`src/rtl/addr_latch_pkg.sv`:
```
// Shared types for the addressable latch: mode encoding and the mode
// selection function. Assumes active-low clear and enable inputs.
package addr_latch_pkg;

    typedef enum logic [1:0] {
        MODE_WRITE  = 2'd0,
        MODE_HOLD   = 2'd1,
        MODE_CLEAR  = 2'd2,
        MODE_DECODE = 2'd3
    } latch_mode_e;

    // Map the two active-low controls onto a mode.
    function automatic latch_mode_e pick_mode(input logic clr_n, input logic en_n);
        latch_mode_e m;
        case ({clr_n, en_n})
            2'b10:   m = MODE_WRITE;
            2'b11:   m = MODE_HOLD;
            2'b01:   m = MODE_CLEAR;
            default: m = MODE_DECODE;
        endcase
        return m;
    endfunction

endpackage

```
`src/rtl/latch_ctrl_decode.sv`:
```
// Control decode: turns the clear/enable pair into a mode and expands the
// address into a one-hot select. Purely combinational.
module latch_ctrl_decode
    import addr_latch_pkg::*;
#(
    parameter int ADDR_W = 3,
    localparam int NBITS = 1 << ADDR_W
) (
    input  logic [ADDR_W-1:0] sel_addr,
    input  logic              clr_n,
    input  logic              wr_en_n,
    output latch_mode_e       mode,
    output logic [NBITS-1:0]  sel_oh
);

    // Mode selection from the control pair.
    always_comb mode = pick_mode(clr_n, wr_en_n);

    // One select line per storage bit.
    for (genvar k = 0; k < NBITS; k++) begin : g_sel
        assign sel_oh[k] = (sel_addr == ADDR_W'(k));
    end

    // exactly one bit is addressed at any time.
    always_comb assert_onehot_select_R1: assert (!$isunknown(sel_addr) -> $countones(sel_oh) == 1);

endmodule

```
`src/rtl/latch_next_state.sv`:
```
// Next-state logic for the storage bank: one slice per bit, chosen by the
// mode. Assumes sel_oh is one-hot.
module latch_next_state
    import addr_latch_pkg::*;
#(
    parameter int NBITS = 8
) (
    input  latch_mode_e       mode,
    input  logic [NBITS-1:0]  sel_oh,
    input  logic              din,
    input  logic [NBITS-1:0]  cur_bits,
    output logic [NBITS-1:0]  nxt_bits
);

    for (genvar k = 0; k < NBITS; k++) begin : g_bit
        // Per-bit next value for the current mode.
        always_comb begin
            case (mode)
                MODE_WRITE:  nxt_bits[k] = sel_oh[k] ? din : cur_bits[k];
                MODE_HOLD:   nxt_bits[k] = cur_bits[k];
                MODE_CLEAR:  nxt_bits[k] = 1'b0;
                MODE_DECODE: nxt_bits[k] = sel_oh[k] & din;
                default:     nxt_bits[k] = cur_bits[k];
            endcase
        end
    end

endmodule

```
`src/rtl/latch_addr_guard.sv`:
```
// Address guard: flags, one cycle later, an address change between two
// consecutive samples that both had the enable asserted.
module latch_addr_guard #(
    parameter int ADDR_W = 3
) (
    input  logic              clk,
    input  logic              rst_n,
    input  logic [ADDR_W-1:0] sel_addr,
    input  logic              wr_en_n,
    output logic              addr_slip
);

    logic [ADDR_W-1:0] prev_addr;
    logic              prev_active;

    // Remember the last sample and raise the flag on a moved address.
    always_ff @(posedge clk) begin
        if (!rst_n) begin
            prev_addr   <= '0;
            prev_active <= 1'b0;
            addr_slip   <= 1'b0;
        end else begin
            prev_addr   <= sel_addr;
            prev_active <= !wr_en_n;
            addr_slip   <= !wr_en_n && prev_active && (sel_addr != prev_addr);
        end
    end

    // a flag implies the enable was asserted at the edge that set it.
    assert_slip_needs_enable_R7: assert property (@(posedge clk) disable iff (!rst_n)
        $rose(addr_slip) |-> $past(!wr_en_n));

    // a repeated address never raises the flag.
    assert_slip_same_addr_R7: assert property (@(posedge clk) disable iff (!rst_n)
        (prev_active && !wr_en_n && sel_addr == prev_addr) |=> !addr_slip);

endmodule

```
`src/rtl/addr_latch8.sv`:
```
// Four-mode addressable latch bank: write, hold, clear and one-of-N decode,
// all sampled on the rising edge, with registered outputs and an address
// guard. Assumes a synchronous active-low system reset.
module addr_latch8
    import addr_latch_pkg::*;
#(
    parameter int ADDR_W = 3,
    localparam int NBITS = 1 << ADDR_W
) (
    input  logic              clk,
    input  logic              rst_n,
    input  logic [ADDR_W-1:0] sel_addr,
    input  logic              din,
    input  logic              wr_en_n,
    input  logic              clr_n,
    output logic [NBITS-1:0]  bits_q,
    output logic              addr_slip
);

    latch_mode_e      mode_w;
    logic [NBITS-1:0] sel_oh;
    logic [NBITS-1:0] nxt_bits;

    latch_ctrl_decode #(.ADDR_W(ADDR_W)) u_dec (
        .sel_addr (sel_addr),
        .clr_n    (clr_n),
        .wr_en_n  (wr_en_n),
        .mode     (mode_w),
        .sel_oh   (sel_oh)
    );

    latch_next_state #(.NBITS(NBITS)) u_next (
        .mode     (mode_w),
        .sel_oh   (sel_oh),
        .din      (din),
        .cur_bits (bits_q),
        .nxt_bits (nxt_bits)
    );

    latch_addr_guard #(.ADDR_W(ADDR_W)) u_guard (
        .clk       (clk),
        .rst_n     (rst_n),
        .sel_addr  (sel_addr),
        .wr_en_n   (wr_en_n),
        .addr_slip (addr_slip)
    );

    // Storage bank register.
    always_ff @(posedge clk) begin
        if (!rst_n) bits_q <= '0;
        else        bits_q <= nxt_bits;
    end

    assert_reset_zero_R6: assert property (@(posedge clk)
        !rst_n |=> (bits_q == '0 && !addr_slip));

    assert_hold_stable_R3: assert property (@(posedge clk) disable iff (!rst_n)
        (mode_w == MODE_HOLD) |=> $stable(bits_q));

    assert_clear_zero_R4: assert property (@(posedge clk) disable iff (!rst_n)
        (mode_w == MODE_CLEAR) |=> (bits_q == '0));

    assert_decode_single_R5: assert property (@(posedge clk) disable iff (!rst_n)
        (mode_w == MODE_DECODE) |=> ((bits_q & ~$past(sel_oh)) == '0));

    assert_write_others_R2: assert property (@(posedge clk) disable iff (!rst_n)
        (mode_w == MODE_WRITE) |=> ((bits_q & ~$past(sel_oh)) == ($past(bits_q) & ~$past(sel_oh))));

    assert_write_target_R2: assert property (@(posedge clk) disable iff (!rst_n)
        (mode_w == MODE_WRITE) |=> ((bits_q & $past(sel_oh)) == ($past(din) ? $past(sel_oh) : '0)));

endmodule

```
`config.mk`:
```
export PLATFORM = sky130hd
export DESIGN_NAME = addr_latch8
export DESIGN_NICKNAME = d
export VERILOG_FILES = /design/src/rtl/addr_latch_pkg.sv /design/src/rtl/latch_ctrl_decode.sv /design/src/rtl/latch_next_state.sv /design/src/rtl/latch_addr_guard.sv /design/src/rtl/addr_latch8.sv
export SDC_FILE = /design/constraint.sdc
export NUM_CORES = 1
export LEC_CHECK = 0
export BUFFER_PORTS_ARGS = -buffer_cell sky130_fd_sc_hd__buf_2
export CAP_MARGIN = 30
export CORE_AREA = 2 2 39 41
export DETAILED_ROUTE_END_ITERATION = 10
export DIE_AREA = 0 0 41 43
export PLACE_DENSITY = 0.7
export SYNTH_ARGS = -nofsm -noshare
export SYNTH_HDL_FRONTEND = slang
export SYNTH_SLANG_ARGS = --single-unit
```
`constraint.sdc`:
```
create_clock -name clk -period 1.6 [get_ports clk]
set_input_delay 0.08 -clock clk [delete_from_list [all_inputs] [get_ports clk]]
set_output_delay 0.08 -clock clk [all_outputs]
set_load 0.01 [all_outputs]
```
# == Word level (Yosys, flattened, before mapping) ==
# Cells that the tools add are included.
# totals
ff_bits,13
in_bits,8
elab_cells,72
# classes
eq_ne,22
muxes,17
bitwise_logic,9
reduce_logical,13
# op_table
cell,n
$pmux 1 s3,8
$ne 2x1->1 const B,8
$reduce_and 2->1,8
$eq 3x3->1 const B,4
$and 1x1->1,8
$eq 2x2->1 const B,4
$mux 1,8
$eq 3x2->1 const B,2
$pmux 2 s3,1
$eq 2x1->1 const B,2
$eq 3x1->1 const B,1
$logic_not 3->1,1
$ne 3x3->1,1
$logic_and 1x1->1,2
$logic_not 2->1,1
$logic_not 1->1,1
$not 1->1,1

# == Longest topological paths before layout ==
# Gate-level depths: netlist of the first run.
# logic_depth
depth_word,5
mapped_depth,3
depth_no_buf,2

# == Modules after synthesis ==
# Synthesis of the first run repeated with hierarchy kept, for this count alone.
# hier_totals
cells_unflattened,66
area_unflattened_um2,663.1
# by_module_without_submodules
module,n_inst,cells_per_inst,area_each_um2
addr_latch8,1,16,210.2
latch_next_state,1,23,182.7
latch_addr_guard,1,13,162.7
latch_ctrl_decode,1,14,107.6

# == Least setup slack after synthesis of the first run ==
# No wires, ideal clock.
# synth_timing
path_type,register to register
start,reg u_guard.prev_addr[1]
end,reg u_guard.addr_slip
setup_time_ns,0.122
arrival_time_ns,0.737
required_ns,1.478
path_slack_ns,0.741
stages_incl_launch_ff,3
path_buffers,0
period_less_slack_ns,0.859
path_cell_list,dfxtp_1 xor2_1 o311a_1
# synth_via
elab_chain_len,2
# synth_lines
element,line_no,rtl
start: declaration,latch_addr_guard.sv:13,logic [ADDR_W-1:0] prev_addr;
start signal: assignment,latch_addr_guard.sv:23,prev_addr <= sel_addr;
$ne 3x3->1,latch_addr_guard.sv:25,addr_slip <= !wr_en_n && prev_active && (sel_addr != prev_addr);
$logic_and 1x1->1,latch_addr_guard.sv:25,
end signal: assignment,latch_addr_guard.sv:25,
end: declaration,latch_addr_guard.sv:10,output logic addr_slip
# No other way between the ends.
# A chain may end at the register's enable or synchronous reset.

# == Worst setup path after layout of the first run ==
# Same ends and word-level chain as after synthesis.

==> summary.md, run 1 <==
| Metric | Value |
|---|---|
| VDD IR max | ~330 uV |
| Reg power frac | 0.562 |
| CP Data Arrival Time | 1.06 ns |
| Final std cells w/o fill | between 80 and 90 |
| Total congestion overflow | 0 |
| Power per cell area | 869 nW/um^2 |
| Clk sinks | 13 |
| Met3 Track Usage GR | 0.0471 |
| Post-Syn Area per Cell | between 10 and 15 sq um |
| Net switching power figure | between 100 and 150 uW |
| Share of post-route cells with drive strength above 1 | 0.394 |
| Number of library cell types mapped by synthesis | 16 |
| First-pass GRT wire length | 1800 microns |
| CTS Hold Bufs | 0 |
| TritonCTS Buffers | 3 |
| Overall power | roughly 600 uW |
| Final hold slack | about 0.15 ns |
| Max Slew Vio Count | 0 |
| CP max FO | 1 |
| Antenna-violating nets left | 0 |
| Final hold vios | 0 |
| Clock Root Buffer | clkbuf_4 |
| Max cap viols | 0 |
| Antenna violations before repair | 0 |
| Outcome | finished clean |
| Worst-path clk slew | about 0.080 ns |
| Placed cell areas | 661 sq um |
| Final setup viols | 0 |
| Die span in y | around 43 microns |
| Tmin final | ~0.90 ns |
| Post-synthesis sequential area ratio | 0.435 |
| Crit-path max cell delay | about 0.34 ns |
| # resized after CTS | 0 |
| CTS tree | yes |
| Routed vias | between 400 and 500 |
| CP bufs+invs | 0 |
| Number of warnings issued by yosys | 0 |
| Core area | approximately 1400 sq um |
| Clock power frac | 0.327 |
| Syn Nets | between 50 and 60 |
| Detailed Place HPWL | about 730 microns |
| Port Buffers | 16 |
| Unrepaired setup endpoints after global routing | no |
| Pre-antenna DRT Iters | 4 |
| Largest net degree at the start of global routing | 14 |
| Period Utilization, post-route | 0.559 |
| GPL Wtd Cong | ~0.72 |
| CTS max path bufs | 2 |
| Die ar. | ~1800 sq um |
| Internal Power | between 400 and 500 uW |
| Setup_tns | 0 ns |
| Crit-path cells | xor2_1, o311a_1 |
| Worst Setup Start Kind | flip-flop |
| Cell family with most CP delay | compound AO/OA/AOI/OAI gates |
| Synth Instances | 51 |
| LEAKAGE | between 0.0002 and 0.0003 uW |
| GR peak layer | met1 |
| Post-Syn Area | roughly 600 sq um |
| Hold WC Path Type | in -> reg |
| Vias in the first global route | about 420 |
| Fmax achieved | between 1000 and 1500 MHz |
| Placed insts | 78 |
| Ports | 17 |
| Sw Share | 0.236 |
| Die X | approximately 40 microns |
| Commonest non-fill, non-tap cell in the layout | buf_2 |
| Remaining DRCs | 0 |
| Combinational power share | 0.111 |
| GR Util All Layers | 0.149 |
| Post-CTS setup buffers | 0 |
| Critical path endpoint category | flip-flop |
| Area delta synth->final | 14.9% |
| Critical path class | reg -> reg |
| Initial DRC count | 14 |
| Commonest cells after routing, fill and taps aside | 16 x buf_2, 13 x dfxtp_1, 8 x nand3_1, 8 x mux2i_1 |
| Clock latency on the worst-skew pair | between 0.2 and 0.3 ns |
| GR Layer Usage met2 | 0.197 |
| Final net count | 75 |
| Htree depth | 1 |
| Cell row count | 14 |
| Vias/cell | between 5 and 6 |
| Initial Util | 0.432 |
| Met1 usage | 0.218 |
| Slowest CP cell | o311a_1 |
| Slew HR | 0.822 |
| Synth Register Bits | 13 |
| Worst-Margin Slew | ~0.26 ns |
| Aggregate routed wire length | ~1100 microns |
| Critical path data required time | around 1.8 ns |
| Worst clock skew | ~0.0024 ns |
| Drt wl/cell | 13.2 microns |
| Fin area | between 600 and 700 sq um |
| Antenna diodes | 0 |
power groups by stage:
stage	registers [uW]	logic (uW)	clock network, uW
after CTS	336	66.4	203
after detailed placement	343	66.0	0
after global placement	343	64.1	0
after floorplan	345	47.7	0
final	335	66.2	195
after global routing	337	71.9	223
logic make-up (layout without fill, tap and decap cells):
kind of cell           Yosys count  after routing  share of synthesized area
AND/OR/NAND/NOR                 21             21                      0.308
flip-flops                      13             13                      0.435
multiplexers                     8              8                      0.134
buffers and inverters            5             20                     0.0628
XOR/XNOR                         3              3                     0.0439
AO/OA/AOI/OAI                    1              1                     0.0167
state kept, by name, indices dropped and copies added (netlist names):
signal               cells
bits_q                   8
u_guard.addr_slip        1
u_guard.prev_active      1
u_guard.prev_addr        3
per-layer routing:
metal | wire length [microns] | vias up
met5 | 0 | -
met4 | 0 | 0
met3 | 76 | 0
met2 | 498 | 20
met1 | 511 | 209
li1 | - | 214
stage by stage:
stage | worst slack, ns | utilization
2_1_floorplan | 0.741 | -
3_3_place_gp | 0.682 | 0.477
3_5_place_dp | 0.655 | 0.477
4_1_cts | 0.690 | 0.496
5_1_grt | 0.658 | 0.496
6_report | 0.705 | 0.496
area by class of cell:
cell class	count	area, sq um
repair buffers	16	80.1
multi-input cells	33	300
fillers	135	697
clock buffers	4	26.3
well taps	16	20.0
flip-flops and latches	13	260
synthesized netlist by cell type:
cell type / n / area (sq um)
nor4bb_2: 3 / 48.8
xor2_1: 3 / 26.3
nand4b_1: 1 / 8.76
nand3_1: 8 / 40.0
nor4_2: 1 / 12.5
o311a_1: 1 / 10.0
nand2_1: 1 / 3.75
buf_6: 2 / 22.5
clkbuf_1: 1 / 3.75
dfxtp_1: 13 / 260
mux2i_1: 8 / 80.1
and2_1: 3 / 18.8
nor4b_2: 3 / 45.0
nor2b_1: 1 / 6.26
buf_4: 1 / 7.51
buf_1: 1 / 3.75
worst register-to-register path, cell delays in order (launching register included):
cell,delay [ns]
dfxtp_1,0.31
xor2_1,0.14
o311a_1,0.34
worst paths after layout:
| path | startpoint | endpoint | slack [ns] | cells past startpoint |
|---|---|---|---|---|
| worst min-delay path | clr_n | bits_q[2] | 0.15 | 3 |
| worst max-delay path | u_guard.prev_addr[1] | u_guard.addr_slip | 0.70 | 2 |
| worst max register to register | u_guard.prev_addr[1] | u_guard.addr_slip | 0.70 | 2 |
| worst min register to register | u_guard.prev_active | u_guard.addr_slip | 0.43 | 1 |
No activity file was read; power rests on OpenSTA's default activity.
==> inputs of run 2 (changes only) <==
CORE_AREA = unset   (was 2 2 39 41)
CORE_MARGIN = 2   (was unset)
CORE_UTILIZATION = 43   (was unset)
DIE_AREA = unset   (was 0 0 41 43)
PLACE_DENSITY = 0.71   (was 0.7)
clock period = 0.8 ns   (was 1.6 ns; I/O delays follow)
==> run 2 against run 1 <==
Utilization rose by 7.0 points. Wire length is 1.1% higher. Maximum frequency is 0.76% higher. Largest power group unchanged. Critical path depth is the same. The run now ends with setup timing left. Highest routed layer is now met4. Flip-flop and latch count did not move. Non-clock buffer count grew 3. Setup slack worse by 0.79 ns. Register-to-register slack worse by 0.79 ns. Cell count rose by 2.4%.
==> summary.md, run 2 (same netlist as run 1, synthesis figures left out) <==
| Metric | Value |
|---|---|
| Max cap viols | 0 (unchanged) |
| Antenna violations before repair | 0 (unchanged) |
| Filler instances | 132 (-2.2%) |
| TritonCTS Buffers | 3 (unchanged) |
| Final Core Density | 0.566 (+0.0700) |
| Final hold vios | 0 (unchanged) |
| Tmin final | 0.888 ns (-0.00679 ns) |
| Share of post-route cells with drive strength above 1 | 0.536 (+0.142) |
| Worst-Margin Slew | 0.269 ns (+0.00573 ns) |
| Core area | 1300 sq um (-6.0%) |
| Hold WC Path Type | in -> reg |
| GR Util All Layers | 0.176 (+0.0266) |
| Clock latency on the worst-skew pair | 0.28 ns (about the same) |
| Fin area | 737 sq um (+7.3%) |
| First-pass GRT wire length | 1810 microns (+0.78%) |
| LEAKAGE | 0.000302 uW (+7.4%) |
| Critical path endpoint category | flip-flop |
| Final net count | 78 (+4.0%) |
| VDD IR max | 938 uV (+180%) |
| Placed cell areas | 674 sq um (+2.1%) |
| CP Data Arrival Time | 1.06 ns (about the same) |
| Violated checks | setup timing |
| Htree depth | 1 (unchanged) |
| Worst-path clk slew | 0.07 ns (about the same) |
| Area delta synth->final | 23.2% |
| Period Utilization, post-route | 1.11 (+0.551) |
| Slew HR | 0.818 (-0.00388) |
| Pre-antenna DRT Iters | 2 (-2) |
| GPL Wtd Cong | 0.677 (-6.0%) |
| Clk sinks | 13 (unchanged) |
| Multi-input gate area | 300 sq um (unchanged) |
| Biggest register | bits_q |
| Commonest cells after routing, fill and taps aside | 13 x buf_2, 8 x nand3_1, 8 x mux2i_1, 8 x dfxtp_2, 5 x dfxtp_1 |
| Total congestion overflow | 0 (unchanged) |
| Die X | 41.3 microns (+0.72%) |
| Regs by FF count | bits_q (8), u_guard.prev_addr (3) |
| CTS Hold Bufs | 0 (unchanged) |
| Aggregate routed wire length | 1100 microns (+1.1%) |
| Die ar. | 1710 sq um (-3.3%) |
| Clock Root Buffer | clkbuf_4 |
| Worst Setup Start Kind | flip-flop |
| Critical path class | reg -> reg |
| Fin worst setup slack | -0.0884 ns (-0.793 ns) |
| Antenna-violating nets left | 0 (unchanged) |
| Antenna diodes | 0 (unchanged) |
| Power per cell area | 1660 nW/um^2 (+91%) |
| CTS tree | yes |
| Die span in y | 41.3 microns (-4.0%) |
| Cell row count | 13 (-1) |
| Unrepaired setup endpoints after global routing | yes |
| Initial DRC count | 1 (-13) |
| Commonest non-fill, non-tap cell in the layout | buf_2 |
| Routed vias | 436 (-1.6%) |
| Flip-flop count of the largest register after layout | 8 (unchanged) |
| Vias/cell | 5.19 (-3.9%) |
| Outcome | finished, violations left |
| Remaining DRCs | 0 (unchanged) |
| Ports | 17 (unchanged) |
| Largest net degree at the start of global routing | 11 (-3) |
| Max Slew Vio Count | 0 (unchanged) |
| Fmax achieved | 1130 MHz (+0.76%) |
| Final setup viols | 1 (+1) |
| Port Buffers | 16 (unchanged) |
| Initial Util | 0.460 (+0.0274) |
| CTS max path bufs | 2 (unchanged) |
| Drt wl/cell | 13.1 microns (-1.3%) |
| CP max FO | 1 (unchanged) |
| Vias in the first global route | 388 (-6.7%) |
| R2R setup slack | -0.09 ns (-0.79 ns) |
| Detailed Place HPWL | 750 microns (+2.8%) |
| Critical path data required time | 0.97 ns (-0.79 ns) |
| Worst clock skew | 0.00638 ns (+0.00393 ns) |
| Reg area | 270 sq um (+3.8%) |
## run 2: cell type report
type | count | area share
flip-flops and latches | 13 | 0.367
well taps | 15 | 0.0255
clock buffers | 4 | 0.0357
multi-input cells | 33 | 0.407
repair buffers | 19 | 0.165
## run 2: repair_timing
action	CTS	global route
pin swaps	0	1
endpoints found under the setup margin	4	7
setup buffers	0	1
resized for setup	3	8
## run 2: power by group
group,switching [uW],internal (uW)
Combinational,76.2,64.5
Clock,214,194
Sequential,7.37,665
## run 2: critical path: stages (launching register included)
cell     delay, ns
dfxtp_1       0.31
xor2_1        0.13
o311a_1       0.34
## run 2: final timing paths
path,depth (start not counted),startpoint,endpoint
setup / recovery,2,u_guard.prev_addr[2],u_guard.addr_slip
hold / removal,2,rst_n,u_guard.prev_addr[0]
setup reg to reg,2,u_guard.prev_addr[2],u_guard.addr_slip
hold reg to reg,1,u_guard.prev_active,u_guard.addr_slip
## run 2: through the flow
step           std cells  setup TNS (ns)  total power [uW]  setup WS, ns  hold slack (ns)
2_1_floorplan         51         -0.0588               785       -0.0588            0.123
3_3_place_gp          79          -0.311               822       -0.0721            0.352
3_5_place_dp          79          -0.455               825        -0.123            0.354
4_1_cts               83         -0.0945              1240       -0.0945           0.0650
5_1_grt               84          -0.120              1280        -0.120           0.0722
6_report              84         -0.0884              1220       -0.0884           0.0674
## run 2: per-layer routing
layer	global-route usage	vias to the layer above	wire length [microns]
met5	0	-	0
met4	0.0726	0	16
met3	0.0798	2	74
met2	0.285	12	533
met1	0.199	203	473
li1	-	219	-
==> inputs of run 3 (changes only) <==
CELL_PAD_IN_SITES_DETAIL_PLACEMENT = 0   (was unset)
CELL_PAD_IN_SITES_GLOBAL_PLACEMENT = 1   (was unset)
CORE_UTILIZATION = 33   (was 43)
PLACE_DENSITY = unset   (was 0.71)
PLACE_DENSITY_LB_ADDON = 0.1   (was unset)
==> run 3 against run 2 <==
The flow still finishes with violations (setup timing). Worst hold slack better by 0.022 ns. Sequential share of layout area down 1.3 points. Combinational power barely moved. Register-to-register slack hardly changed. Flip-flop and latch count did not move. Via count fell by 1.1%. Count of clock-buffer cells in the layout unchanged. Die area increased by 27%. Wire length is 0.91% higher. Non-clock buffer count fell by 1. Critical endpoint unchanged. Largest cell class unchanged. Largest power group unchanged.
==> summary.md, run 3 (same netlist as run 1, synthesis figures left out) <==
| Metric | Value |
|---|---|
| Worst clock skew | 0.00338 ns (-0.00300 ns) |
| Clock latency on the worst-skew pair | 0.27 ns (about the same) |
| Outcome | finished, violations left |
| Regs by FF count | bits_q (8), u_guard.prev_addr (3) |
| Commonest cells after routing, fill and taps aside | 9 x dfxtp_2, 9 x buf_2, 8 x nand3_1, 8 x mux2i_1, 7 x buf_6 |
| TritonCTS Buffers | 3 (unchanged) |
| Routed vias | 431 (-1.1%) |
| Die span in y | 46.6 microns (+13%) |
| Ports | 17 (unchanged) |
| GPL Wtd Cong | 0.646 (-4.6%) |
| Pre-antenna DRT Iters | 4 (+2) |
| CTS max path bufs | 2 (unchanged) |
| Flip-flop count of the largest register after layout | 8 (unchanged) |
| Total congestion overflow | 0 (unchanged) |
| FF-to-FF Start | u_guard.prev_addr[2] |
| Hold path start | rst_n |
| Worst Setup Start Kind | flip-flop |
| Critical path class | reg -> reg |
| Vias in the first global route | 386 (-0.52%) |
| Die ar. | 2170 sq um (+27%) |
| Cell row count | 15 (+2) |
| Port Buffers | 16 (unchanged) |
| Drt wl/cell | 11.9 microns (-8.9%) |
| Core area | 1710 sq um (+31%) |
| Largest net degree at the start of global routing | 11 (unchanged) |
| Violated checks | setup timing |
| Clk sinks | 13 (unchanged) |
| Clock Root Buffer | clkbuf_4 |
| Detailed Place HPWL | 828 microns (+10%) |
| VDD IR max | 866 uV (-7.7%) |
| Critical path data required time | 0.97 ns (about the same) |
| Final net count | 77 (-1.3%) |
| Vias/cell | 4.63 (-11%) |
| Share of post-route cells with drive strength above 1 | 0.544 (+0.00789) |
| Final setup viols | 1 (unchanged) |
| Biggest register | bits_q |
| First-pass GRT wire length | 1780 microns (-1.9%) |
| Remaining DRCs | 0 (unchanged) |
| Htree depth | 1 (unchanged) |
| CP Data Arrival Time | 1.05 ns (about the same) |
| Critical path endpoint category | flip-flop |
| Antenna violations before repair | 0 (unchanged) |
| Max Slew Vio Count | 0 (unchanged) |
| Max cap viols | 0 (unchanged) |
| Power per cell area | 1590 nW/um^2 (-3.9%) |
| CTS tree | yes |
| Placed insts | 89 (+13%) |
| Period Utilization, post-route | 1.11 (about the same) |
| Fmax achieved | 1130 MHz (about the same) |
| Initial Util | 0.350 (-0.109) |
| Die X | 46.6 microns (+13%) |
| Fin worst setup slack | -0.0881 ns (+0.000272 ns) |
| LEAKAGE | 0.000299 uW (-0.89%) |
| Slew HR | 0.803 (-0.0156) |
| Hold WC Path Type | in -> reg |
| Final std cells w/o fill | 93 (+11%) |
| Overall power | 1220 uW (+0.17%) |
| Filler instances | 175 (+33%) |
| Worst-path clk slew | 0.08 ns (about the same) |
| CP max FO | 1 (unchanged) |
| Area delta synth->final | 28.5% |
| Unrepaired setup endpoints after global routing | yes |
| Antenna diodes | 0 (unchanged) |
| Antenna-violating nets left | 0 (unchanged) |
| Initial DRC count | 4 (+3) |
| Final hold vios | 0 (unchanged) |
| CTS Hold Bufs | 0 (unchanged) |
| Worst setup path start | u_guard.prev_addr[2] |
| Tmin final | 0.888 ns (-0.000272 ns) |
| GR Util All Layers | 0.120 (-0.0558) |
| Aggregate routed wire length | 1110 microns (+0.91%) |
| Worst-Margin Slew | 0.292 ns (+0.0231 ns) |
[run 3: report_power, final]
part / total [uW] / switching [uW] / internal, uW
combinational: 143 / 76.6 / 66.8
sequential: 674 / 7.97 / 666
clock: 406 / 213 / 193
total: 1220 / 297 / 926
[run 3: what timing repair did]
item	CTS	global route
cloned	0	0
pin swaps	1	0
endpoints found under the setup margin	2	9
setup buffers	0	0
resized for setup	2	14
[run 3: path summary, 6_finish.rpt]
kind,cells past startpoint,to,slack [ns]
worst min-delay path,2,u_guard.prev_addr[1],0.09
worst max register to register,2,u_guard.addr_slip,-0.09
worst min register to register,1,u_guard.addr_slip,0.43
worst max-delay path,2,u_guard.addr_slip,-0.09
[run 3: layout make-up]
class                           instances  area [sq um]  area share
Clock buffer                            4          26.3      0.0342
Timing Repair Buffer                   18           139       0.181
Sequential cell                        13           272       0.353
Multi-Input combinational cell         33           300       0.391
Tap cell                               25          31.3      0.0407
[run 3: worst max-delay path: stages, from the launching register on]
cell and delay (ns):
dfxtp_1 0.31, xor2_1 0.13, o311a_1 0.34
[run 3: per-stage QoR]
stage | cell area, sq um | utilization | TNS (ns) | worst slack [ns] | hold slack [ns]
3_5_place_dp | 687 | 0.402 | -0.539 | -0.122 | 0.375
3_3_place_gp | 687 | 0.402 | -0.522 | -0.118 | 0.372
4_1_cts | 716 | 0.419 | -0.0932 | -0.0932 | 0.0871
2_1_floorplan | 598 | - | -0.0588 | -0.0588 | 0.123
5_1_grt | 768 | 0.450 | -0.123 | -0.118 | 0.0914
6_report | 768 | 0.450 | -0.0881 | -0.0881 | 0.0894
[run 3: routing by layer]
layer / global-route usage / up-vias / share of wire
met5: 0 / - / 0
met3: 0.0353 / 2 / 0.047
met2: 0.164 / 10 / 0.45
met4: 0.0686 / 0 / 0.017
li1: - / 219 / -
met1: 0.164 / 200 / 0.49
